`config.mk`:
```
export PLATFORM = sky130hd
export DESIGN_NAME = mc_opstate_ctrl
export DESIGN_NICKNAME = d
export VERILOG_FILES = /design/src/rtl/mc_opstate_pkg.sv /design/src/rtl/mc_opstate_legal.sv /design/src/rtl/mc_opstate_idle_timer.sv /design/src/rtl/mc_opstate_ctrl.sv
export SDC_FILE = /design/constraint.sdc
export NUM_CORES = 1
export LEC_CHECK = 0
export BUFFER_PORTS_ARGS = -buffer_cell sky130_fd_sc_hd__buf_2
export CORE_MARGIN = 2
export CORE_UTILIZATION = 46
export DETAILED_ROUTE_END_ITERATION = 6
export GPL_TIMING_DRIVEN = 0
export PLACE_DENSITY = 0.79
export SLEW_MARGIN = 20
export SYNTH_ARGS = -nofsm -noshare
export SYNTH_HDL_FRONTEND = slang
export SYNTH_SLANG_ARGS = --single-unit
```
`constraint.sdc`:
```
create_clock -name clk -period 1.4 [get_ports clk]
set_input_delay 0.07 -clock clk [delete_from_list [all_inputs] [get_ports clk]]
set_output_delay 0.07 -clock clk [all_outputs]
set_load 0.02 [all_outputs]
```
`src/rtl/mc_opstate_pkg.sv`:
```
package mc_opstate_pkg;

    typedef enum logic [2:0] {
        ST_INIT    = 3'd0,
        ST_CFG     = 3'd1,
        ST_CFG_REQ = 3'd2,
        ST_ACC     = 3'd3,
        ST_ACC_REQ = 3'd4,
        ST_LP      = 3'd5,
        ST_LP_ENT  = 3'd6,
        ST_LP_EXT  = 3'd7
    } opstate_e;

    localparam logic [2:0] RQ_INIT  = 3'd0;
    localparam logic [2:0] RQ_CFG   = 3'd1;
    localparam logic [2:0] RQ_GO    = 3'd2;
    localparam logic [2:0] RQ_SLEEP = 3'd3;
    localparam logic [2:0] RQ_WAKE  = 3'd4;

    localparam logic [2:0] TRIG_NONE = 3'd0;
    localparam logic [2:0] TRIG_HW   = 3'd1;
    localparam logic [2:0] TRIG_SW   = 3'd2;

    typedef enum logic [1:0] {
        ACT_NONE    = 2'd0,
        ACT_MOVE    = 2'd1,
        ACT_ILLEGAL = 2'd2
    } req_act_e;

    typedef struct packed {
        opstate_e   state;
        logic [2:0] trig;
        logic       err;
    } ctrl_s;

endpackage

```
`src/rtl/mc_opstate_legal.sv`:
```
module mc_opstate_legal
    import mc_opstate_pkg::*;
(
    input  opstate_e   state_i,
    input  logic       req_valid_i,
    input  logic [2:0] req_code_i,
    output req_act_e   act_o,
    output opstate_e   target_o
);

    always_comb begin
        act_o    = ACT_NONE;
        target_o = state_i;
        if (req_valid_i) begin
            act_o = ACT_ILLEGAL;
            unique case (state_i)
                ST_INIT: begin
                    if (req_code_i == RQ_INIT) begin
                        act_o = ACT_NONE;
                    end else if (req_code_i == RQ_CFG) begin
                        act_o    = ACT_MOVE;
                        target_o = ST_CFG;
                    end
                end
                ST_CFG: begin
                    if (req_code_i == RQ_CFG) begin
                        act_o = ACT_NONE;
                    end else if (req_code_i == RQ_GO) begin
                        act_o    = ACT_MOVE;
                        target_o = ST_ACC_REQ;
                    end else if (req_code_i == RQ_INIT) begin
                        act_o    = ACT_MOVE;
                        target_o = ST_INIT;
                    end
                end
                ST_ACC: begin
                    if (req_code_i == RQ_GO) begin
                        act_o = ACT_NONE;
                    end else if (req_code_i == RQ_CFG) begin
                        act_o    = ACT_MOVE;
                        target_o = ST_CFG_REQ;
                    end else if (req_code_i == RQ_SLEEP) begin
                        act_o    = ACT_MOVE;
                        target_o = ST_LP_ENT;
                    end
                end
                ST_LP: begin
                    if (req_code_i == RQ_SLEEP) begin
                        act_o = ACT_NONE;
                    end else if (req_code_i == RQ_WAKE) begin
                        act_o    = ACT_MOVE;
                        target_o = ST_LP_EXT;
                    end
                end
                default: begin
                    act_o = ACT_ILLEGAL;
                end
            endcase
        end
    end

endmodule

```
`src/rtl/mc_opstate_idle_timer.sv`:
```
module mc_opstate_idle_timer #(
    parameter int IDLE_CYCLES = 16
) (
    input  logic clk,
    input  logic rst_n,
    input  logic qualify_i,
    output logic expire_o
);

    localparam int CW = (IDLE_CYCLES < 2) ? 1 : $clog2(IDLE_CYCLES);
    localparam logic [CW-1:0] LAST = CW'(IDLE_CYCLES - 1);

    logic [CW-1:0] cnt_d, cnt_q;

    always_comb begin
        expire_o = qualify_i && (cnt_q == LAST);
        if (!qualify_i || expire_o) begin
            cnt_d = '0;
        end else begin
            cnt_d = cnt_q + 1'b1;
        end
    end

    always_ff @(posedge clk or negedge rst_n) begin
        if (!rst_n) begin
            cnt_q <= '0;
        end else begin
            cnt_q <= cnt_d;
        end
    end

endmodule

```
`src/rtl/mc_opstate_ctrl.sv`:
```
module mc_opstate_ctrl
    import mc_opstate_pkg::*;
#(
    parameter int IDLE_CYCLES = 16
) (
    input  logic       clk,
    input  logic       rst_n,
    input  logic       req_valid,
    input  logic [2:0] req_code,
    input  logic       dp_idle,
    input  logic       hw_lp_en,
    input  logic       lp_enter_ack,
    input  logic       lp_exit_ack,
    output logic [7:0] status_o
);

    ctrl_s    ctl_d, ctl_q;
    req_act_e act;
    opstate_e target;
    logic     idle_qual;
    logic     idle_expire;

    mc_opstate_legal u_legal (
        .state_i     (ctl_q.state),
        .req_valid_i (req_valid),
        .req_code_i  (req_code),
        .act_o       (act),
        .target_o    (target)
    );

    assign idle_qual = (ctl_q.state == ST_ACC) && hw_lp_en && dp_idle && !req_valid;

    mc_opstate_idle_timer #(
        .IDLE_CYCLES (IDLE_CYCLES)
    ) u_idle (
        .clk       (clk),
        .rst_n     (rst_n),
        .qualify_i (idle_qual),
        .expire_o  (idle_expire)
    );

    always_comb begin
        ctl_d = ctl_q;
        unique case (ctl_q.state)
            ST_CFG_REQ: if (dp_idle)      ctl_d.state = ST_CFG;
            ST_ACC_REQ:                   ctl_d.state = ST_ACC;
            ST_LP_ENT:  if (lp_enter_ack) ctl_d.state = ST_LP;
            ST_LP_EXT:  if (lp_exit_ack)  ctl_d.state = ST_ACC;
            default: ;
        endcase

        if (act == ACT_ILLEGAL) begin
            ctl_d.err = 1'b1;
        end else if (act == ACT_MOVE) begin
            ctl_d.state = target;
            if (target == ST_LP_ENT) begin
                ctl_d.trig = TRIG_SW;
            end
        end else if (idle_expire) begin
            ctl_d.state = ST_LP_ENT;
            ctl_d.trig  = TRIG_HW;
        end else if ((ctl_q.state == ST_LP) && (ctl_q.trig == TRIG_HW)
                     && (!dp_idle || !hw_lp_en)) begin
            ctl_d.state = ST_LP_EXT;
        end
    end

    always_ff @(posedge clk or negedge rst_n) begin
        if (!rst_n) begin
            ctl_q.state <= ST_INIT;
            ctl_q.trig  <= TRIG_NONE;
            ctl_q.err   <= 1'b0;
        end else begin
            ctl_q <= ctl_d;
        end
    end

    assign status_o = {1'b0, ctl_q.trig, ctl_q.err, ctl_q.state};

endmodule

```
# ---- Word level (Yosys, flattened, before mapping)
# Cells that the tools add are included.
dict set report word_totals {
  out_inout_bits 8
  reg_bits 11
  inputBits 10
  wordCells 74
}
dict set report op_classes {
  bitwise 1
  n_addsub 1
  reduce_logical 16
  muxes 35
  n_eq_ne 17
}
# operator count
set ops {}
lappend ops {{2-to-1 mux 3 bit} 18}
lappend ops {{case mux 3 bit (4 select lines)} 2}
lappend ops {{2-to-1 mux 2 bit} 11}
lappend ops {{equality test 3 bit (second input constant)} 6}
lappend ops {{equality test 3 x 2 -> 1 bit (second input constant)} 4}
lappend ops {{2-to-1 mux 6 bit} 2}
lappend ops {{equality test 3 x 1 -> 1 bit (second input constant)} 3}
lappend ops {{case mux 2 bit (4 select lines)} 1}
lappend ops {{logical AND 1 bit} 6}
lappend ops {{logical NOT 3 bit} 2}
lappend ops {{adder 4 x 1 -> 4 bit (second input constant)} 1}
lappend ops {{equality test 4 bit (second input constant)} 1}
lappend ops {{logical NOT 1 bit} 4}
lappend ops {{2-to-1 mux 4 bit} 1}
lappend ops {{AND reduction 3 bit} 1}
lappend ops {{equality test 2 x 1 -> 1 bit (second input constant)} 1}
lappend ops {{equality test 2 bit (second input constant)} 1}
lappend ops {{logical OR 1 bit} 2}
lappend ops {{inequality test 2 x 1 -> 1 bit (second input constant)} 1}
lappend ops {{nonzero test 2 bit} 1}
lappend ops {{NOT 1 bit} 1}

# ---- Longest topological paths before layout
# Gate-level depths: netlist (run 1).
dict set report depth {
  depth_word 10
  ltp_mapped 6
}

# ---- Modules after synthesis
# From an unflattened synthesis (run 1), not the netlist that was laid out.
dict set report unflattened {
  cells_unflattened 92
  area_unflattened_um2 775.7
}
# module area_each_um2 n_inst seq_area_each_um2 cells_each
set modules_own_cells {}
lappend modules_own_cells {mc_opstate_ctrl 380.4 1 150.1 46}
lappend modules_own_cells {mc_opstate_legal 221.5 1 0.0 31}
lappend modules_own_cells {mc_opstate_idle_timer 173.9 1 100.1 15}

# ---- Worst setup path before layout (run 1)
# OpenSTA, ideal clock, no wires.
dict set report synth_timing {
  kind {reg-to-reg}
  start {reg ctl_q (netlist bit status_o[1])}
  end {reg ctl_q (netlist bit status_o[4])}
  t_required_ns 1.268
  slack_ns -0.107
  path_buffers 1
  stages_incl_launch_ff 7
  arrival_time_ns 1.375
  cell_sequence {dfrtp_1 -> buf_2 -> or2_1 -> a21oi_1 -> o21ai_1 -> nor4_2 -> a21oi_1}
}
dict set report synth_via {
  elab_chain_cells 8
  elab_cells_between_ends 30
  cone_classes {eq/ne (7); mux (15); bitwise (1); reduce/logical (7)}
}
# item line
set synth_lines {}
lappend synth_lines {{start: declaration} mc_opstate_ctrl.sv:17} ;# ctrl_s ctl_d, ctl_q;
lappend synth_lines {{start signal: assignment} mc_opstate_ctrl.sv:74} ;# ctl_q <= ctl_d;
lappend synth_lines {{2-to-1 mux 3 bit (on tied branches)} {mc_opstate_legal.sv:42, mc_opstate_legal.sv:31}}
lappend synth_lines {{2-to-1 mux 3 bit (on tied branches)} {mc_opstate_legal.sv:39, mc_opstate_legal.sv:28}}
lappend synth_lines {{2-to-1 mux 3 bit (on tied branches)} {mc_opstate_legal.sv:37, mc_opstate_legal.sv:26}}
lappend synth_lines {{case mux 3 bit (4 select lines)} mc_opstate_legal.sv:16} ;# unique case (state_i)
lappend synth_lines {{2-to-1 mux 3 bit} mc_opstate_legal.sv:14} ;# if (req_valid_i) begin
lappend synth_lines {{equality test 3 bit} mc_opstate_ctrl.sv:56} ;# if (target == ST_LP_ENT) begin
lappend synth_lines {{inequality test 2 x 1 -> 1 bit (no source line)} --}
lappend synth_lines {{AND reduction 3 bit (no source line)} --}
# Parallel ways exist; a longest one is shown, timed or not.
# A chain may end at the register's enable or synchronous reset.

# ---- Worst setup path in the final report (run 1)
dict set report layout_timing {
  start {reg ctl_q (netlist bit status_o[0])}
  end {reg ctl_q (netlist bit status_o[4])}
}
# The elaborated chain is that of the path after synthesis.

==> impl_metrics.yaml, run 1 <==
sta:
  skew_ns: 0.01139
  fin_crit_ns: 1.568
  rsz0062_at_grt: "true"
  fmax_ghz: 0.6378
  setup_tns_ns: -0.5388
  setup_ws_ns: -0.1679
  slew_viol_final: 0
  finalHoldViolations: 0
  finalSetupViolations: 5
  timing.final.crit_share_pct: 112.0
power:
  switchingPower_mw: 0.7200
  irDropWorstVdd_mv: 1.491
  power_frac_comb_pct: 57.6
  p_int_mw: 0.9613
  swShare_pct: 42.82
  cellPowerDensity_nw_per_um2: 1639
  pwr-share-clk_pct: 15.7
  finalPower_mw: 1.681
  power.leakage_nw: 0.4646
  p_seq_share_pct: 26.7
synthesis:
  synth_edf_count: 0
  ys_seq_area_share_pct: 33.11
  synth_fa_ha_area_share_pct: 1.656
  ys_async_sr_fraction_pct: 100.0
  ys_top_cells_by_area: "dfrtp_1, a21oi_1, nor2_1"
  yosysTopAreaCell: "dfrtp_1"
  yosys_warnings: 0
  synth_flop_cell: "dfrtp_1"
  synth-simple-area-share_pct: 29.30
  synth_top_family_by_area: "simple AND/OR/NAND/NOR gates"
  synth-seq-cells: 10
  syn_avg_cell_area_um2: 8.588
  synth_top_area_share_pct: 33.11
  synth.distinct_cells: 42
  syn_area_um2: 755.7
  netlist_instances: 88
  synth_xor_area_share_pct: 2.318
  synth_compound_area_share_pct: 25.83
  synthMuxAreaShare_pct: 0
finish:
  layout_commonest_cell: "buf_2"
  finish.net_count: 127
  nFillCells: 117
  layout_common_cells: "buf_2, buf_4, nor2_1, a21oi_1, dfrtp_1"
  synthToLayoutAreaGrowth_pct: 35.76
  drive_gt1_share_pct: 39.13
  antenna_cells: 0
die:
  initial_utilization_pct: 49.59
  die_width_um: 44.53
  io_pins: 18
  rows: 14
  core_region_area_um2: 1524
  die_h_um: 44.53
  die-area_um2: 1983
worst_setup_path:
  crit_type: "reg2reg"
  worst_ep_required_time_ns: 1.56
  arrival_ns: 1.73
  worstPathMaxFanout: 10
  startpoint_type: "flip-flop"
  end_kind: "flip-flop"
outcome:
  violations: "setup timing"
  outcome: "finished with violations"
global_routing:
  grt.overflow.total: 0
  antenna_found_initial: 0
  grt_pass1_wl_um: 3325
  grt_max_degree: 11
  grt_usage_pct: 22.64
  grt_pass1_vias: 771
cts:
  clock_sinks: 10
  path_clk_slew_ns: 0.07
  cts_max_level: 1
  cts_tree: "built"
  clock_path_buffers: 2
  worstSkewPairLatency_ns: 0.27
  cts-buffers-inserted: 3
  clk_root_buffer_cell: "clkbuf_4"
placed_design:
  place_hpwl_um: 1358
  gp_congestion: 0.7981
  port_buffers: 14
route:
  first_iter_violations: 24
  drt-wirelength-per-cell_um: 15.70
  dr.pass1.iters: 4
  drc: 0
  wl_um: 2057
  vias_per_cell: 6.092
  antenna_left: 0
  vias: 798
min_path:
  hp-class: "in2reg"
run:
  maxCapViolCount: 0
==> power by group through the flow <==
stage | clock (mW) | combinational (mW) | sequential (mW)
2_1_floorplan | 0 | 0.480 | 0.513
3_3_place_gp | 0 | 0.722 | 0.450
3_5_place_dp | 0 | 0.732 | 0.453
4_1_cts | 0.267 | 0.899 | 0.444
5_1_grt | 0.284 | 1.05 | 0.459
6_report | 0.263 | 0.969 | 0.449
==> state kept, by name (all words and copies together), names as in the netlist <==
| register | count |
|---|---|
| status_o | 6 |
| u_idle.cnt_q | 4 |
==> routing by layer <==
layer  track usage (%)  routed length [um]
met5                 0                   0
met4             6.667                  33
met3             5.306                 138
met2             37.10                1038
met1             29.44                 847
==> cell usage after synthesis (2+ instances only) <==
cell	number
dfrtp_1	10
a21oi_1	7
nor2_1	7
nand2_1	5
o21ai_1	4
buf_4	3
inv_1	3
nand2b_1	3
nor2b_1	3
a31oi_1	2
and2b_1	2
buf_2	2
nand3_1	2
nand4_1	2
nor3_1	2
nor3b_1	2
nor4_2	2
o221ai_1	2
xor2_1	2
==> area by class of cell <==
cell class	count	area (um2)	area share [%]
multi-input cells	70	511.7	49.88
flip-flops and latches	10	254.0	24.76
repair buffers	22	136.4	13.29
plain buffers	6	56.30	5.488
clock buffers	4	36.28	3.537
well taps	16	20.02	1.951
inverters	3	11.26	1.098
==> logic make-up (layout without fill, tap and decap cells) <==
family / after synthesis / count (layout)
AO/OA/AOI/OAI: 28 / 28
XOR/XNOR: 2 / 2
adder cells (fa/ha/maj): 1 / 1
buffers and inverters: 9 / 35
flip-flops: 10 / 10
other: 1 / 2
AND/OR/NAND/NOR: 37 / 37
==> through the flow <==
| stage | setup WS [ns] | hold slack (ns) | area (um2) | cells | utilization (%) |
|---|---|---|---|---|---|
| after floorplan | -0.04218 | -0.2256 | 777.0 | 89 | - |
| after global placement | -0.1225 | -0.06500 | 867.1 | 119 | 56.90 |
| after detailed placement | -0.1229 | -0.05911 | 867.1 | 119 | 56.90 |
| after CTS | -0.1226 | 0.1171 | 999.7 | 131 | 65.60 |
| after global routing | -0.2307 | 0.1342 | 1026 | 131 | 67.32 |
| final | -0.1679 | 0.1196 | 1026 | 131 | 67.32 |
==> path summary, 6_finish.rpt <==
path / from / end / slack, ns / cells past startpoint
setup / recovery: status_o[0] / status_o[4] / -0.17 / 6
hold / removal: lp_exit_ack / status_o[2] / 0.12 / 3
setup reg to reg: status_o[0] / status_o[4] / -0.17 / 6
hold reg to reg: u_idle.cnt_q[0] / u_idle.cnt_q[0] / 0.46 / 1
max in group asynchronous: rst_n / status_o[1] / 0.98 / 2
min in group asynchronous: rst_n / status_o[5] / 0.20 / 2
==> critical path: stages, from the launching register on <==
cell and delay [ns]:
dfrtp_2 0.41, buf_6 0.15, nor3b_1 0.05, o211ai_1 0.28, o311ai_2 0.19, nor4_4 0.30, a21oi_1 0.07
==> what timing repair did <==
action,in CTS,in global routing
pin swaps,5,2
hold endpoints to repair,10,0
setup endpoints to repair,5,6
hold buffers,1,0
gates resized for setup,6,6
setup buffers,7,0
(Power assumes the default switching activity.)
==> inputs of run 2 (changes only) <==
==> constraint.sdc (replaced) <==
create_clock -name clk -period 1.44 [get_ports clk]
set_input_delay 0.072 -clock clk [delete_from_list [all_inputs] [get_ports clk]]
set_output_delay 0.072 -clock clk [all_outputs]
set_load 0.02 [all_outputs]
==> run 2 against run 1 <==
Effect of this change:
- global-route usage fell by 1.6 points
- utilization up 1.7 points
- critical path depth unchanged
- clock skew shrank 0.0028 ns
- sequential cell count unchanged
- final cell count rose by 3.1%
- setup slack improved by 0.052 ns
- clock power decreased by 24%
- via count up 2.4%
- critical path type unchanged
- combinational power about the same
- the flow still finishes with violations (setup timing)
- register-to-register slack better by 0.05 ns
==> impl_metrics.yaml, run 2 (synthesis results as in run 1) <==
power:
  p_seq_share_pct: 27.6
  swShare_pct: 43.13
  power_frac_comb_pct: 59.9
  switchingPower_mw: 0.6965
  p_int_mw: 0.9184
  irDropWorstVdd_mv: 1.265
  cellPowerDensity_nw_per_um2: 1535
  power.leakage_nw: 0.4783
  pwr-share-clk_pct: 12.4
cts:
  cts_max_level: 1
  path_clk_slew_ns: 0.07
  clock_sinks: 10
  worstSkewPairLatency_ns: 0.27
  clock_path_buffers: 2
  cts-buffers-inserted: 3
  cts_tree: "built"
  clk_root_buffer_cell: "clkbuf_4"
finish:
  finish.net_count: 131
  final_cell_area_um2: 1052
  utilization_pct: 69.05
  drive_gt1_share_pct: 42.02
  largest_reg_flops: 6
  antenna_cells: 0
  nFillCells: 124
  synthToLayoutAreaGrowth_pct: 39.24
  layout_common_cells: "buf_2, buf_4, nor2_1, dfrtp_1, a21oi_1"
  layout_commonest_cell: "buf_2"
run:
  maxCapViolCount: 0
die:
  io_pins: 18
  core_region_area_um2: 1524
  initial_utilization_pct: 49.59
  rows: 14
  die_width_um: 44.53
  die_h_um: 44.53
  die-area_um2: 1983
global_routing:
  grt_most_used_layer: "met2"
  antenna_found_initial: 0
  grt_usage_pct: 21.05
  grtUsageMet2_pct: 33.33
  grt_max_degree: 11
  grt_pass1_wl_um: 3098
  grtUsageMet3_pct: 6.531
  use_met1_pct: 26.97
  grt.overflow.total: 0
  grt_pass1_vias: 735
placed_design:
  port_buffers: 14
  place_area_um2: 857.1
  place_hpwl_um: 1253
  gp_congestion: 0.8785
  dp_slack_ns: -0.1041
worst_setup_path:
  r2r_start: "status_o[0]"
  arrival_ns: 1.70
  crit_path_max_incr_delay_ns: 0.44
  worst_ep_required_time_ns: 1.58
  end_kind: "flip-flop"
  rr_worst_depth: 6
  cp_top_family: "compound AO/OA/AOI/OAI gates"
  reg2reg_slack_ns: -0.12
  crit_path_cell_trace: "buf_6 -> nor3b_2 -> o211ai_1 -> o311ai_2 -> nor4_4 -> a21oi_1"
  worst-path-buf-inv: 1
  crit_type: "reg2reg"
  crit_path_top_delay_cell: "dfrtp_2"
  startpoint_type: "flip-flop"
  crit_end: "status_o[4]"
  path_depth: 6
  r2r-end: "status_o[4]"
  worstPathMaxFanout: 8
  critPathLaunch: "status_o[0]"
sta:
  finalSetupViolations: 5
  slew_viol_final: 0
  rsz0062_at_grt: "true"
  finalHoldViolations: 0
  skew_ns: 0.008615
  setup_ws_ns: -0.1163
  whs_ns: 0.1199
  fmax_ghz: 0.6426
  fin_crit_ns: 1.556
  setup_tns_ns: -0.3648
  timing.final.crit_share_pct: 108.1
route:
  vias: 817
  antenna_left: 0
  vias_per_cell: 6.052
  drt-wirelength-per-cell_um: 15.22
  first_iter_violations: 12
  drc: 0
  wl_um: 2055
  dr.pass1.iters: 4
outcome:
  outcome: "finished with violations"
  violations: "setup timing"
min_path:
  hp-class: "in2reg"
[run 2: worst register-to-register path, delay by kind of cell (launching register included)]
kind / cells / cell delay [ns]
AOI/OAI and AO/OA: 3 / 0.51
DFF: 1 / 0.44
and+or+nand+nor: 2 / 0.32
buffers and inverters: 1 / 0.17
[run 2: timing repair]
item / 4_1_cts / 5_1_grt
endpoints found under the hold margin: 10 / 0
gates cloned: 0 / 0
buffers inserted: 5 / 6
resized for setup: 9 / 9
hold buffers: 1 / 0
pin swaps: 3 / 6
setup endpoints to repair: 5 / 6
[run 2: metrics by stage]
| stage | std cells | power, mW |
|---|---|---|
| global placement | 119 | 1.112 |
| CTS | 129 | 1.437 |
| floorplan | 89 | 0.9467 |
| finish | 135 | 1.615 |
| global route | 135 | 1.717 |
| detailed placement | 119 | 1.121 |
[run 2: area by class of cell]
class / instances / area [um2] / area share, %
Buffer: 6 / 60.06 / 5.707
Timing Repair Buffer: 26 / 162.7 / 15.46
Sequential cell: 10 / 254.0 / 24.14
Tap cell: 16 / 20.02 / 1.902
Multi-Input combinational cell: 70 / 518.0 / 49.23
Clock buffer: 4 / 26.28 / 2.497
Inverter: 3 / 11.26 / 1.070
[run 2: power groups by stage]
| stage | logic, mW | registers, mW | clock network [mW] |
|---|---|---|---|
| floorplan | 0.458 | 0.489 | 0 |
| global placement | 0.686 | 0.427 | 0 |
| detailed placement | 0.693 | 0.428 | 0 |
| CTS | 0.799 | 0.438 | 0.201 |
| global route | 1.03 | 0.460 | 0.224 |
| finish | 0.968 | 0.446 | 0.201 |
[run 2: worst min path at each step]
| stage | startpoint | end | slack (ns) | depth (start not counted) |
|---|---|---|---|---|
| finish | lp_exit_ack | status_o[2] | 0.12 | 3 |
| floorplan | rst_n | status_o[0] | -0.22 | 0 |
| global route | lp_exit_ack | status_o[2] | 0.14 | 3 |
| global placement | rst_n | u_idle.cnt_q[0] | -0.06 | 1 |
| detailed placement | rst_n | u_idle.cnt_q[0] | -0.06 | 1 |
| CTS | lp_exit_ack | status_o[2] | 0.12 | 3 |
[run 2: routing by layer]
metal,share of wire (%),vias to the layer above
li1,-,385
met1,44,405
met2,49,25
met3,6.3,2
met4,0.44,0
met5,0,-
==> inputs of run 3 (changes only) <==
--- a/config.mk
+++ b/config.mk
@@ -10,7 +10,7 @@
 export CORE_UTILIZATION = 46
 export DETAILED_ROUTE_END_ITERATION = 6
 export GPL_TIMING_DRIVEN = 0
-export PLACE_DENSITY = 0.79
+export PLACE_DENSITY = 0.73
 export SLEW_MARGIN = 20
 export SYNTH_ARGS = -nofsm -noshare
 export SYNTH_HDL_FRONTEND = slang
==> run 3 against run 2 <==
Effect of this change:
- the flow still finishes with violations (setup timing)
- clock-buffer cell count unchanged
- worst hold slack improved by 0.025 ns
- routed wire length increased by 7.4%
- final cell count unchanged
- utilization increased by 3.5 points
- sequential cell count unchanged
==> impl_metrics.yaml, run 3 (synthesis results as in run 1) <==
route:
  drc: 0
  dr.pass1.iters: 4
  first_iter_violations: 34
  highest_layer: "met4"
  vias_per_cell: 6.000
  wl_met2_um: 1053
  antenna_left: 0
  wl_um: 2207
  drt-wirelength-per-cell_um: 16.35
  wl_met3_um: 171
  vias: 810
  m1WireLength_um: 947
finish:
  layout_common_cells: "buf_2, buf_4, nor2_1, dfrtp_1"
  antenna_cells: 0
  stdcell_count: 135
  layout_commonest_cell: "buf_2"
  finish.net_count: 131
  largest_reg_flops: 6
  synthToLayoutAreaGrowth_pct: 46.36
  drive_gt1_share_pct: 47.06
worst_setup_path:
  worst-path-buf-inv: 2
  crit_path_top_delay_cell: "dfrtp_2"
  crit_type: "reg2reg"
  worst_ep_required_time_ns: 1.60
  startpoint_type: "flip-flop"
  worstPathMaxFanout: 8
  crit_path_cell_trace: "buf_6 -> buf_4 -> o221ai_2 -> o311ai_2 -> nor4_4 -> a21oi_1"
  cp_top_family: "flip-flops"
  crit_path_max_incr_delay_ns: 0.47
  end_kind: "flip-flop"
  arrival_ns: 1.69
die:
  core_region_area_um2: 1524
  rows: 14
  die-area_um2: 1983
  die_width_um: 44.53
  io_pins: 18
  die_h_um: 44.53
  initial_utilization_pct: 49.59
power:
  finalPower_mw: 1.796
  irDropWorstVdd_mv: 1.059
  p_int_mw: 1.022
  switchingPower_mw: 0.7743
  p_seq_share_pct: 24.9
  power.leakage_nw: 0.4942
  pwr-share-clk_pct: 14.8
  cellPowerDensity_nw_per_um2: 1624
  swShare_pct: 43.10
  power_frac_comb_pct: 60.3
global_routing:
  grt_max_degree: 11
  grt_usage_pct: 23.14
  grt_pass1_vias: 714
  antenna_found_initial: 0
  grt.overflow.total: 0
  grt_pass1_wl_um: 3243
sta:
  timing.final.crit_share_pct: 106.9
  fin_crit_ns: 1.539
  finalSetupViolations: 4
  setup_ws_ns: -0.09913
  finalHoldViolations: 0
  slew_viol_final: 0
  whs_ns: 0.1446
  rsz0062_at_grt: "true"
  fmax_ghz: 0.6497
  skew_ns: 0.002728
outcome:
  outcome: "finished with violations"
  violations: "setup timing"
cts:
  worstSkewPairLatency_ns: 0.28
  cts_tree: "built"
  clock_sinks: 10
  path_clk_slew_ns: 0.07
  cts_max_level: 1
  cts-buffers-inserted: 3
  clock_path_buffers: 2
  clk_root_buffer_cell: "clkbuf_4"
run:
  maxCapViolCount: 0
placed_design:
  dp_slack_ns: -0.1321
  port_buffers: 14
  placedCellCount: 119
  gp_congestion: 0.7781
  place_hpwl_um: 1345
min_path:
  hp-class: "in2reg"
run 3: cell counts in the layout (fill, tap and decap cells not counted):
Identical to the previous run, type by type.
run 3: per-layer routing:
metal / up-vias / global-route usage, %
met1: 386 / 30.46
met5: - / 0
met4: 0 / 10.91
met2: 41 / 35.07
met3: 4 / 6.122
li1: 379 / -
run 3: final cells by class:
class	count	area, um2
clock buffer	4	36.28
buffer	6	60.06
fill	115	417.9
inverter	3	11.26
sequential	10	254.0
timing repair buffer	26	166.4
multi-input combinational	70	558.0
tap	16	20.02
run 3: power groups by stage:
stage / registers [mW] / logic (mW) / clock network [mW]
2_1_floorplan: 0.489 / 0.458 / 0
3_3_place_gp: 0.428 / 0.691 / 0
3_5_place_dp: 0.432 / 0.701 / 0
4_1_cts: 0.436 / 0.843 / 0.270
5_1_grt: 0.459 / 1.15 / 0.284
6_report: 0.447 / 1.08 / 0.266
run 3: metrics by stage:
stage                     setup TNS [ns]  area [um2]  util, %
after CTS                        -0.2221       991.0    65.02
after global routing             -0.5039        1106    72.58
final                            -0.2571        1106    72.58
after floorplan                -0.007577       767.0        -
after detailed placement         -0.5045       857.1    56.24
after global placement           -0.3811       857.1    56.24
run 3: repair_timing:
action | in CTS | in global routing
pin swaps | 3 | 3
gates cloned | 0 | 0
gates resized for setup | 14 | 12
endpoints found under the hold margin | 10 | 0
setup buffers | 4 | 7
hold buffers | 1 | 0
endpoints found under the setup margin | 5 | 6
run 3: final timing paths:
path                                 start               to  slack (ns)  cells past startpoint
min in group asynchronous            rst_n  u_idle.cnt_q[0]        0.18                      2
setup reg to reg               status_o[0]      status_o[4]        -0.1                      6
setup / recovery               status_o[0]      status_o[4]        -0.1                      6
hold reg to reg            u_idle.cnt_q[0]  u_idle.cnt_q[0]        0.46                      1
max in group asynchronous            rst_n      status_o[0]        1.05                      2
hold / removal                   req_valid      status_o[3]        0.14                      3
run 3: tightest hold or removal path, delay by kind of cell:
kind / cells / cell delay, ns
and+or+nand+nor: 1 / 0.06
AOI/OAI and AO/OA: 1 / 0.09
buffers and inverters: 1 / 0.17
